[config.mk]
export PLATFORM = sky130hd
export DESIGN_NAME = pccard_window_dec
export DESIGN_NICKNAME = d
export VERILOG_FILES = /design/src/rtl/pccard_win_pkg.sv /design/src/rtl/pcwd_rst_sync.sv /design/src/rtl/pcwd_decode.sv /design/src/rtl/pcwd_access.sv /design/src/rtl/pcwd_socket.sv /design/src/rtl/pcwd_irq.sv /design/src/rtl/pccard_window_dec.sv
export SDC_FILE = /design/constraint.sdc
export NUM_CORES = 1
export LEC_CHECK = 0
export ABC_AREA = 1
export CAP_MARGIN = 20
export CORE_ASPECT_RATIO = 0.75
export CORE_MARGIN = 5
export CORE_UTILIZATION = 43
export CTS_CLUSTER_SIZE = 30
export DETAILED_ROUTE_END_ITERATION = 8
export PLACE_DENSITY_LB_ADDON = 0.05
export SLEW_MARGIN = 20
export SYNTH_ARGS = -nofsm -noshare
export SYNTH_HDL_FRONTEND = slang
export SYNTH_SLANG_ARGS = --single-unit
[constraint.sdc]
create_clock -name clk -period 3 [get_ports clk]
set_input_delay 0.75 -clock clk [delete_from_list [all_inputs] [get_ports clk]]
set_output_delay 0.75 -clock clk [all_outputs]
set_load 0.005 [all_outputs]
[src/rtl/pccard_win_pkg.sv]
package pccard_win_pkg;

  typedef enum logic [1:0] {
    SPC_IO     = 2'b00,
    SPC_RSVD   = 2'b01,
    SPC_ATTR   = 2'b10,
    SPC_COMMON = 2'b11
  } space_e;

  typedef enum logic [1:0] {
    AX_IDLE,
    AX_ISSUE,
    AX_WAIT,
    AX_DONE
  } acc_state_e;

  typedef enum logic [2:0] {
    SK_IDLE,
    SK_INS_OCC,
    SK_INS_ATT,
    SK_EJ_DET,
    SK_EJ_LOW,
    SK_DONE
  } sock_state_e;

endpackage

[src/rtl/pcwd_rst_sync.sv]
module pcwd_rst_sync #(
  parameter int STAGES = 2
) (
  input  logic clk,
  input  logic rst_n_in,
  output logic rst_n_out
);
  logic [STAGES-1:0] sync_q;

  always_ff @(posedge clk or negedge rst_n_in) begin
    if (!rst_n_in) sync_q <= '0;
    else           sync_q <= {sync_q[STAGES-2:0], 1'b1};
  end

  assign rst_n_out = sync_q[STAGES-1];
endmodule

[src/rtl/pcwd_decode.sv]
module pcwd_decode
  import pccard_win_pkg::*;
#(
  parameter int ADDR_W = 28,
  localparam int OFF_W = ADDR_W - 2
) (
  input  logic [ADDR_W-1:0] addr,
  output space_e            space,
  output logic [OFF_W-1:0]  off,
  output logic              live
);
  // Regions are aligned to their size, so rebasing is a mask of the select bits.
  assign space = space_e'(addr[ADDR_W-1 -: 2]);
  assign off   = addr[OFF_W-1:0];
  assign live  = (space != SPC_RSVD);
endmodule

[src/rtl/pcwd_access.sv]
module pcwd_access
  import pccard_win_pkg::*;
#(
  parameter int ADDR_W = 28,
  parameter int DATA_W = 32,
  localparam int OFF_W = ADDR_W - 2
) (
  input  logic              clk,
  input  logic              rst_n,
  input  logic              occupied,
  input  logic              evt_block,
  output logic              acc_idle,
  input  logic              bus_req,
  input  logic              bus_we,
  input  logic [ADDR_W-1:0] bus_addr,
  input  logic [1:0]        bus_size,
  input  logic [DATA_W-1:0] bus_wdata,
  output logic              bus_ack,
  output logic [DATA_W-1:0] bus_rdata,
  output logic              crd_req_valid,
  input  logic              crd_req_ready,
  output logic              crd_we,
  output logic [1:0]        crd_space,
  output logic [OFF_W-1:0]  crd_off,
  output logic [1:0]        crd_size,
  output logic [DATA_W-1:0] crd_wdata,
  input  logic              crd_rsp_valid,
  input  logic [DATA_W-1:0] crd_rdata
);
  acc_state_e        st_q, st_d;
  space_e            dec_space;
  logic [OFF_W-1:0]  dec_off;
  logic              dec_live;
  logic              cap_en, rd_ld, accept;
  logic [DATA_W-1:0] rd_q, rd_d;
  logic              we_q;
  space_e            spc_q;
  logic [OFF_W-1:0]  off_q;
  logic [1:0]        sz_q;
  logic [DATA_W-1:0] wd_q;

  pcwd_decode #(.ADDR_W(ADDR_W)) u_dec (
    .addr  (bus_addr),
    .space (dec_space),
    .off   (dec_off),
    .live  (dec_live)
  );

  assign accept = (st_q == AX_IDLE) && bus_req && !evt_block;

  always_comb begin
    st_d   = st_q;
    cap_en = 1'b0;
    rd_ld  = 1'b0;
    rd_d   = rd_q;
    case (st_q)
      AX_IDLE: begin
        if (accept) begin
          cap_en = 1'b1;
          rd_ld  = 1'b1;
          rd_d   = '0;
          st_d   = (dec_live && occupied) ? AX_ISSUE : AX_DONE;
        end
      end
      AX_ISSUE: begin
        if (crd_req_ready) st_d = we_q ? AX_DONE : AX_WAIT;
      end
      AX_WAIT: begin
        if (crd_rsp_valid) begin
          rd_ld = 1'b1;
          rd_d  = crd_rdata;
          st_d  = AX_DONE;
        end
      end
      AX_DONE: st_d = AX_IDLE;
      default: st_d = AX_IDLE;
    endcase
  end

  always_ff @(posedge clk or negedge rst_n) begin
    if (!rst_n) st_q <= AX_IDLE;
    else        st_q <= st_d;
  end

  always_ff @(posedge clk or negedge rst_n) begin
    if (!rst_n)     rd_q <= '0;
    else if (rd_ld) rd_q <= rd_d;
  end

  always_ff @(posedge clk) begin
    if (cap_en) begin
      we_q  <= bus_we;
      spc_q <= dec_space;
      off_q <= dec_off;
      sz_q  <= bus_size;
      wd_q  <= bus_wdata;
    end
  end

  assign acc_idle      = (st_q == AX_IDLE);
  assign bus_ack       = (st_q == AX_DONE);
  assign bus_rdata     = rd_q;
  assign crd_req_valid = (st_q == AX_ISSUE);
  assign crd_we        = we_q;
  assign crd_space     = spc_q;
  assign crd_off       = off_q;
  assign crd_size      = sz_q;
  assign crd_wdata     = wd_q;
endmodule

[src/rtl/pcwd_socket.sv]
module pcwd_socket
  import pccard_win_pkg::*;
(
  input  logic clk,
  input  logic rst_n,
  input  logic acc_idle,
  input  logic insert_req,
  input  logic eject_req,
  output logic evt_block,
  output logic occupied,
  output logic cd_irq,
  output logic crd_attach,
  output logic crd_detach,
  output logic irq_clr,
  output logic evt_done,
  output logic evt_err
);
  sock_state_e st_q, st_d;
  logic occ_q, occ_d, occ_en;
  logic cd_q, cd_d, cd_en;
  logic err_q, err_d, err_en;

  always_comb begin
    st_d   = st_q;
    occ_d  = occ_q;
    occ_en = 1'b0;
    cd_d   = cd_q;
    cd_en  = 1'b0;
    err_d  = err_q;
    err_en = 1'b0;
    case (st_q)
      SK_IDLE: begin
        if (acc_idle && insert_req) begin
          err_en = 1'b1;
          if (occ_q) begin
            err_d = 1'b1;
            st_d  = SK_DONE;
          end else begin
            err_d = 1'b0;
            cd_en = 1'b1;
            cd_d  = 1'b1;
            st_d  = SK_INS_OCC;
          end
        end else if (acc_idle && eject_req) begin
          err_en = 1'b1;
          if (!occ_q) begin
            err_d = 1'b1;
            st_d  = SK_DONE;
          end else begin
            err_d = 1'b0;
            st_d  = SK_EJ_DET;
          end
        end
      end
      SK_INS_OCC: begin
        occ_en = 1'b1;
        occ_d  = 1'b1;
        st_d   = SK_INS_ATT;
      end
      SK_INS_ATT: st_d = SK_DONE;
      SK_EJ_DET: begin
        occ_en = 1'b1;
        occ_d  = 1'b0;
        st_d   = SK_EJ_LOW;
      end
      SK_EJ_LOW: begin
        cd_en = 1'b1;
        cd_d  = 1'b0;
        st_d  = SK_DONE;
      end
      SK_DONE: st_d = SK_IDLE;
      default: st_d = SK_IDLE;
    endcase
  end

  always_ff @(posedge clk or negedge rst_n) begin
    if (!rst_n) st_q <= SK_IDLE;
    else        st_q <= st_d;
  end

  always_ff @(posedge clk or negedge rst_n) begin
    if (!rst_n) begin
      occ_q <= 1'b0;
      cd_q  <= 1'b0;
      err_q <= 1'b0;
    end else begin
      if (occ_en) occ_q <= occ_d;
      if (cd_en)  cd_q  <= cd_d;
      if (err_en) err_q <= err_d;
    end
  end

  assign evt_block  = (st_q != SK_IDLE) || insert_req || eject_req;
  assign occupied   = occ_q;
  assign cd_irq     = cd_q;
  assign crd_attach = (st_q == SK_INS_ATT);
  assign crd_detach = (st_q == SK_EJ_DET);
  assign irq_clr    = (st_q == SK_EJ_LOW);
  assign evt_done   = (st_q == SK_DONE);
  assign evt_err    = err_q && (st_q == SK_DONE);
endmodule

[src/rtl/pcwd_irq.sv]
module pcwd_irq (
  input  logic clk,
  input  logic rst_n,
  input  logic occupied,
  input  logic host_irq_en,
  input  logic card_irq,
  input  logic irq_clr,
  output logic host_irq
);
  logic host_q, host_d, host_en;

  always_comb begin
    host_en = 1'b0;
    host_d  = host_q;
    if (irq_clr) begin
      host_en = 1'b1;
      host_d  = 1'b0;
    end else if (host_irq_en && occupied) begin
      host_en = 1'b1;
      host_d  = card_irq;
    end
  end

  always_ff @(posedge clk or negedge rst_n) begin
    if (!rst_n)       host_q <= 1'b0;
    else if (host_en) host_q <= host_d;
  end

  assign host_irq = host_q;
endmodule

[src/rtl/pccard_window_dec.sv]
module pccard_window_dec #(
  parameter int ADDR_W = 28,
  parameter int DATA_W = 32
) (
  input  logic              clk,
  input  logic              rst_n,
  input  logic              bus_req,
  input  logic              bus_we,
  input  logic [ADDR_W-1:0] bus_addr,
  input  logic [1:0]        bus_size,
  input  logic [DATA_W-1:0] bus_wdata,
  output logic              bus_ack,
  output logic [DATA_W-1:0] bus_rdata,
  output logic              crd_req_valid,
  input  logic              crd_req_ready,
  output logic              crd_we,
  output logic [1:0]        crd_space,
  output logic [ADDR_W-3:0] crd_off,
  output logic [1:0]        crd_size,
  output logic [DATA_W-1:0] crd_wdata,
  input  logic              crd_rsp_valid,
  input  logic [DATA_W-1:0] crd_rdata,
  output logic              crd_attach,
  output logic              crd_detach,
  input  logic              insert_req,
  input  logic              eject_req,
  output logic              evt_done,
  output logic              evt_err,
  input  logic              card_irq,
  input  logic              host_irq_en,
  output logic              host_irq,
  output logic              cd_irq,
  output logic [1:0]        sock_status
);
  logic rst_n_s, acc_idle, evt_block, occupied, irq_clr;

  pcwd_rst_sync #(.STAGES(2)) u_rst (
    .clk       (clk),
    .rst_n_in  (rst_n),
    .rst_n_out (rst_n_s)
  );

  pcwd_access #(.ADDR_W(ADDR_W), .DATA_W(DATA_W)) u_acc (
    .clk           (clk),
    .rst_n         (rst_n_s),
    .occupied      (occupied),
    .evt_block     (evt_block),
    .acc_idle      (acc_idle),
    .bus_req       (bus_req),
    .bus_we        (bus_we),
    .bus_addr      (bus_addr),
    .bus_size      (bus_size),
    .bus_wdata     (bus_wdata),
    .bus_ack       (bus_ack),
    .bus_rdata     (bus_rdata),
    .crd_req_valid (crd_req_valid),
    .crd_req_ready (crd_req_ready),
    .crd_we        (crd_we),
    .crd_space     (crd_space),
    .crd_off       (crd_off),
    .crd_size      (crd_size),
    .crd_wdata     (crd_wdata),
    .crd_rsp_valid (crd_rsp_valid),
    .crd_rdata     (crd_rdata)
  );

  pcwd_socket u_sock (
    .clk        (clk),
    .rst_n      (rst_n_s),
    .acc_idle   (acc_idle),
    .insert_req (insert_req),
    .eject_req  (eject_req),
    .evt_block  (evt_block),
    .occupied   (occupied),
    .cd_irq     (cd_irq),
    .crd_attach (crd_attach),
    .crd_detach (crd_detach),
    .irq_clr    (irq_clr),
    .evt_done   (evt_done),
    .evt_err    (evt_err)
  );

  pcwd_irq u_irq (
    .clk         (clk),
    .rst_n       (rst_n_s),
    .occupied    (occupied),
    .host_irq_en (host_irq_en),
    .card_irq    (card_irq),
    .irq_clr     (irq_clr),
    .host_irq    (host_irq)
  );

  assign sock_status = {cd_irq, occupied};
endmodule

==> run summary <==
Power
* 0.467 mV — peak supply drop
* 2.95 nW — static leakage power
* 4.54 mW — PnR Total Power
* 687 nW/um^2 — power density relative to cell area

Routing
* 181 — First DRT Iteration DRCs
* 4.55 — vias per inst
* 3206 — vias after detailed routing
* 1050 um — detailed route wirelength on metal3
* 5 — iteration count of the initial detailed-routing pass
* 0 — DRC viols
* 0 — remaining number of nets flagged by the antenna check after routing
* 4340 um — met1 WL
* met4 — top sig layer
* 15.5 um — Wirelength per Cell
* 5420 um — routed wl met2
* 10900 um — total wire length after detailed routing

Synthesis
* 22 — number of distinct library cells after synthesis
* 106 — synthesized flop and latch total
* 45.8% — fraction of post-synthesis cell area in the top cell type by area
* 359 — cell count after synthesis
* 4130 sq um — Post-Synthesis Cell Area
* 0 — number of warnings reported in the yosys synthesis log
* 11.5 sq um — average size of a mapped cell
* edfxtp_1 — cell type with the largest total area after synthesis
* 71.8% — proportion of synthesized chip area in sequential cells
* 470 — net count of the mapped netlist
* edfxtp_1 46%, dfrtp_1 26%, nand2_1 10% — Synth area leaders

CTS
* 0 — Hold Buf Count CTS
* 0 — setup repair bufs after CTS
* 0.34 ns — clock latency of the later-clocked register in the worst-skew pair
* 3 — H-Tree Depth
* done — clock tree from TritonCTS
* 0.07 ns — clock-pin slew reported for the worst setup and hold paths after clock tree synthesis
* 0 — CTS-repair resized insts
* 9 — Num CTS Buffers
* clkbuf_16 — root buffer selected by CTS
* 106 — Sink Count
* 2 — buffer levels on the longest clock path

Placement
* 208 — Port-buffer cells
* 688 — Placed Cells
* 0.781 — last weighted congestion value of the routability-driven placer
* 8250 um — Final HPWL DP

Outcome
* complete, no violations — status

Global route
* 0 — antenna violations before repair
* 16100 um — global-route wire length before repair
* 18.4% — aggregate global-route resource usage
* 0 — aggregate global routing overflow
* 3027 — vias in the first global route
* 42 — maximum number of pins on one net before global-route repair

Job
* 0 — max capacitance violation total

Cells and area
* 60.0% — P&R area growth vs syn
* 4.72% — fraction of layout instances using a drive strength above 1
* clkdlybuf4s50_1 — most common library cell in the layout ignoring fill and taps
* 208 x clkdlybuf4s50_1, 115 x nand2_1, 63 x edfxtp_1 — top library cells by usage in the layout, fill and taps aside
* 704 — final std cells w/o fill
* 0 — Antenna diodes
* 678 — Net count, final
* 69.6% — core occupancy in the finished layout

Floorplan
* 11700 sq um — Die Area
* 9500 sq um — Placeable Area
* 123 um — x dimension of the die
* 31 — std cell rows
* 43.5% — Starting Density
* 209 — I/O pin total
* 94.9 um — die height

Worst setup path
* u_acc.st_q[0] — launch instance of the worst register-to-register path
* evt_err — end point of the critical path
* 2.25 ns — required time of the critical path
* output port — CP Capture Type
* 6 — Max FO, Critical Path
* u_sock.st_q[2] — startpoint of the worst setup timing path
* 9 — worst reg-to-reg path cell count
* u_acc.bus_rdata[16] — worst reg2reg path endpoint
* flip-flop — Setup crit start kind
* 0.85 ns — FF-to-FF setup slack
* 1.83 ns — Worst EP arrival
* flip-flop to output port — start-to-end type of the worst setup path

Timing
* 2.58 ns — Period minus WS final
* 0 ns — Sum Neg Setup Slack
* 38.9% — relative slew slack
* 0.355 ns — Hold Slack
* 0 — Hold Vio Cnt, Final
* 0 — count of endpoints failing setup in the final report
* 0.00597 ns — Post-Route Skew
* 0 — Slew Viols, Final
* 0.388 GHz — highest attainable clock frequency
* no — setup repair after global routing missed its margin
* 86.0% — Tcrit/Tclk final
* 0.917 ns — slew at the pin closest to its max-slew limit

Hold path
* flip-flop to flip-flop — classification of the worst-slack hold path

-- kinds of logic after synthesis --
logic type | Yosys count | synth area share [%]
flops | 106 | 71.8
simple gates | 168 | 17.2
other cells | 1 | 0.0908
compound gates | 13 | 1.82
buf+inv | 64 | 6.94
fa+ha+maj | 7 | 2.12
-- state kept, by name (all words and copies together), names as in the netlist --
register and count:
u_sock.st_q 3, u_sock.cd_irq 1, u_irq.host_irq 1, u_acc.crd_off 26, u_acc.bus_rdata 32, u_acc.crd_wdata 32, u_rst.sync_q 2, u_acc.crd_we 1
u_acc.st_q 2, u_sock.occupied 1, u_acc.crd_space 2, u_sock.err_q 1, u_acc.crd_size 2
-- critical path, cell delays in order, from the launching register on --
cell and delay [ns]:
dfrtp_1 0.46, inv_1 0.12, nor3_1 0.25, and2_1 0.17, clkdlybuf4s50_1 0.50
-- how the worst min path moves through the flow --
stage	start	to	slack, ns	cells after the start
floorplan	u_rst.sync_q[0]	u_rst.sync_q[1]	0.33	0
global route	u_rst.sync_q[0]	u_rst.sync_q[1]	0.38	0
CTS	u_rst.sync_q[0]	u_rst.sync_q[1]	0.36	0
finish	u_rst.sync_q[0]	u_rst.sync_q[1]	0.36	0
detailed placement	u_rst.sync_q[0]	u_rst.sync_q[1]	0.34	0
global placement	u_rst.sync_q[0]	u_rst.sync_q[1]	0.33	0
-- layout make-up --
| cell class | count | area [sq um] |
|---|---|---|
| flip-flops and latches | 106 | 2970 |
| fillers | 767 | 2890 |
| repair buffers | 212 | 2110 |
| multi-input cells | 189 | 877 |
| clock buffers | 11 | 243 |
| inverters | 49 | 184 |
| well taps | 132 | 165 |
| clock inverters | 5 | 61.3 |
-- where the power goes --
group          leakage [nW]  total [mW]  switching (mW)  internal [mW]
combinational          1.67        1.50           0.848          0.655
clock                 0.151        1.18           0.507          0.676
sequential             1.13        1.85           0.124           1.73
-- Yosys cell counts --
master	instances
o21a_1	2
nor3_1	5
buf_2	4
inv_2	1
edfxtp_1	63
ha_1	7
dfrtp_1	43
nand2_2	2
nand2_1	115
and2_1	1
nor2_1	7
a21oi_1	6
o21ai_0	3
clkbuf_1	3
conb_1	1
o21bai_1	2
buf_6	3
inv_1	48
nor2_4	1
nand2_4	2
buf_4	5
nand3_1	35
-- per-stage QoR --
step | area [sq um] | setup slack (ns)
after global placement | 6310 | 0.600
after CTS | 6610 | 0.391
final | 6610 | 0.421
after floorplan | 4130 | 0.289
after global routing | 6610 | 0.251
after detailed placement | 6310 | 0.558
-- metal layers --
layer / track usage (%) / vias up
li1: - / 1559
met5: 0 / -
met4: 5.99 / 0
met1: 21.8 / 1481
met2: 31.3 / 156
met3: 6.53 / 10
Power figures use the tool's default switching activity.
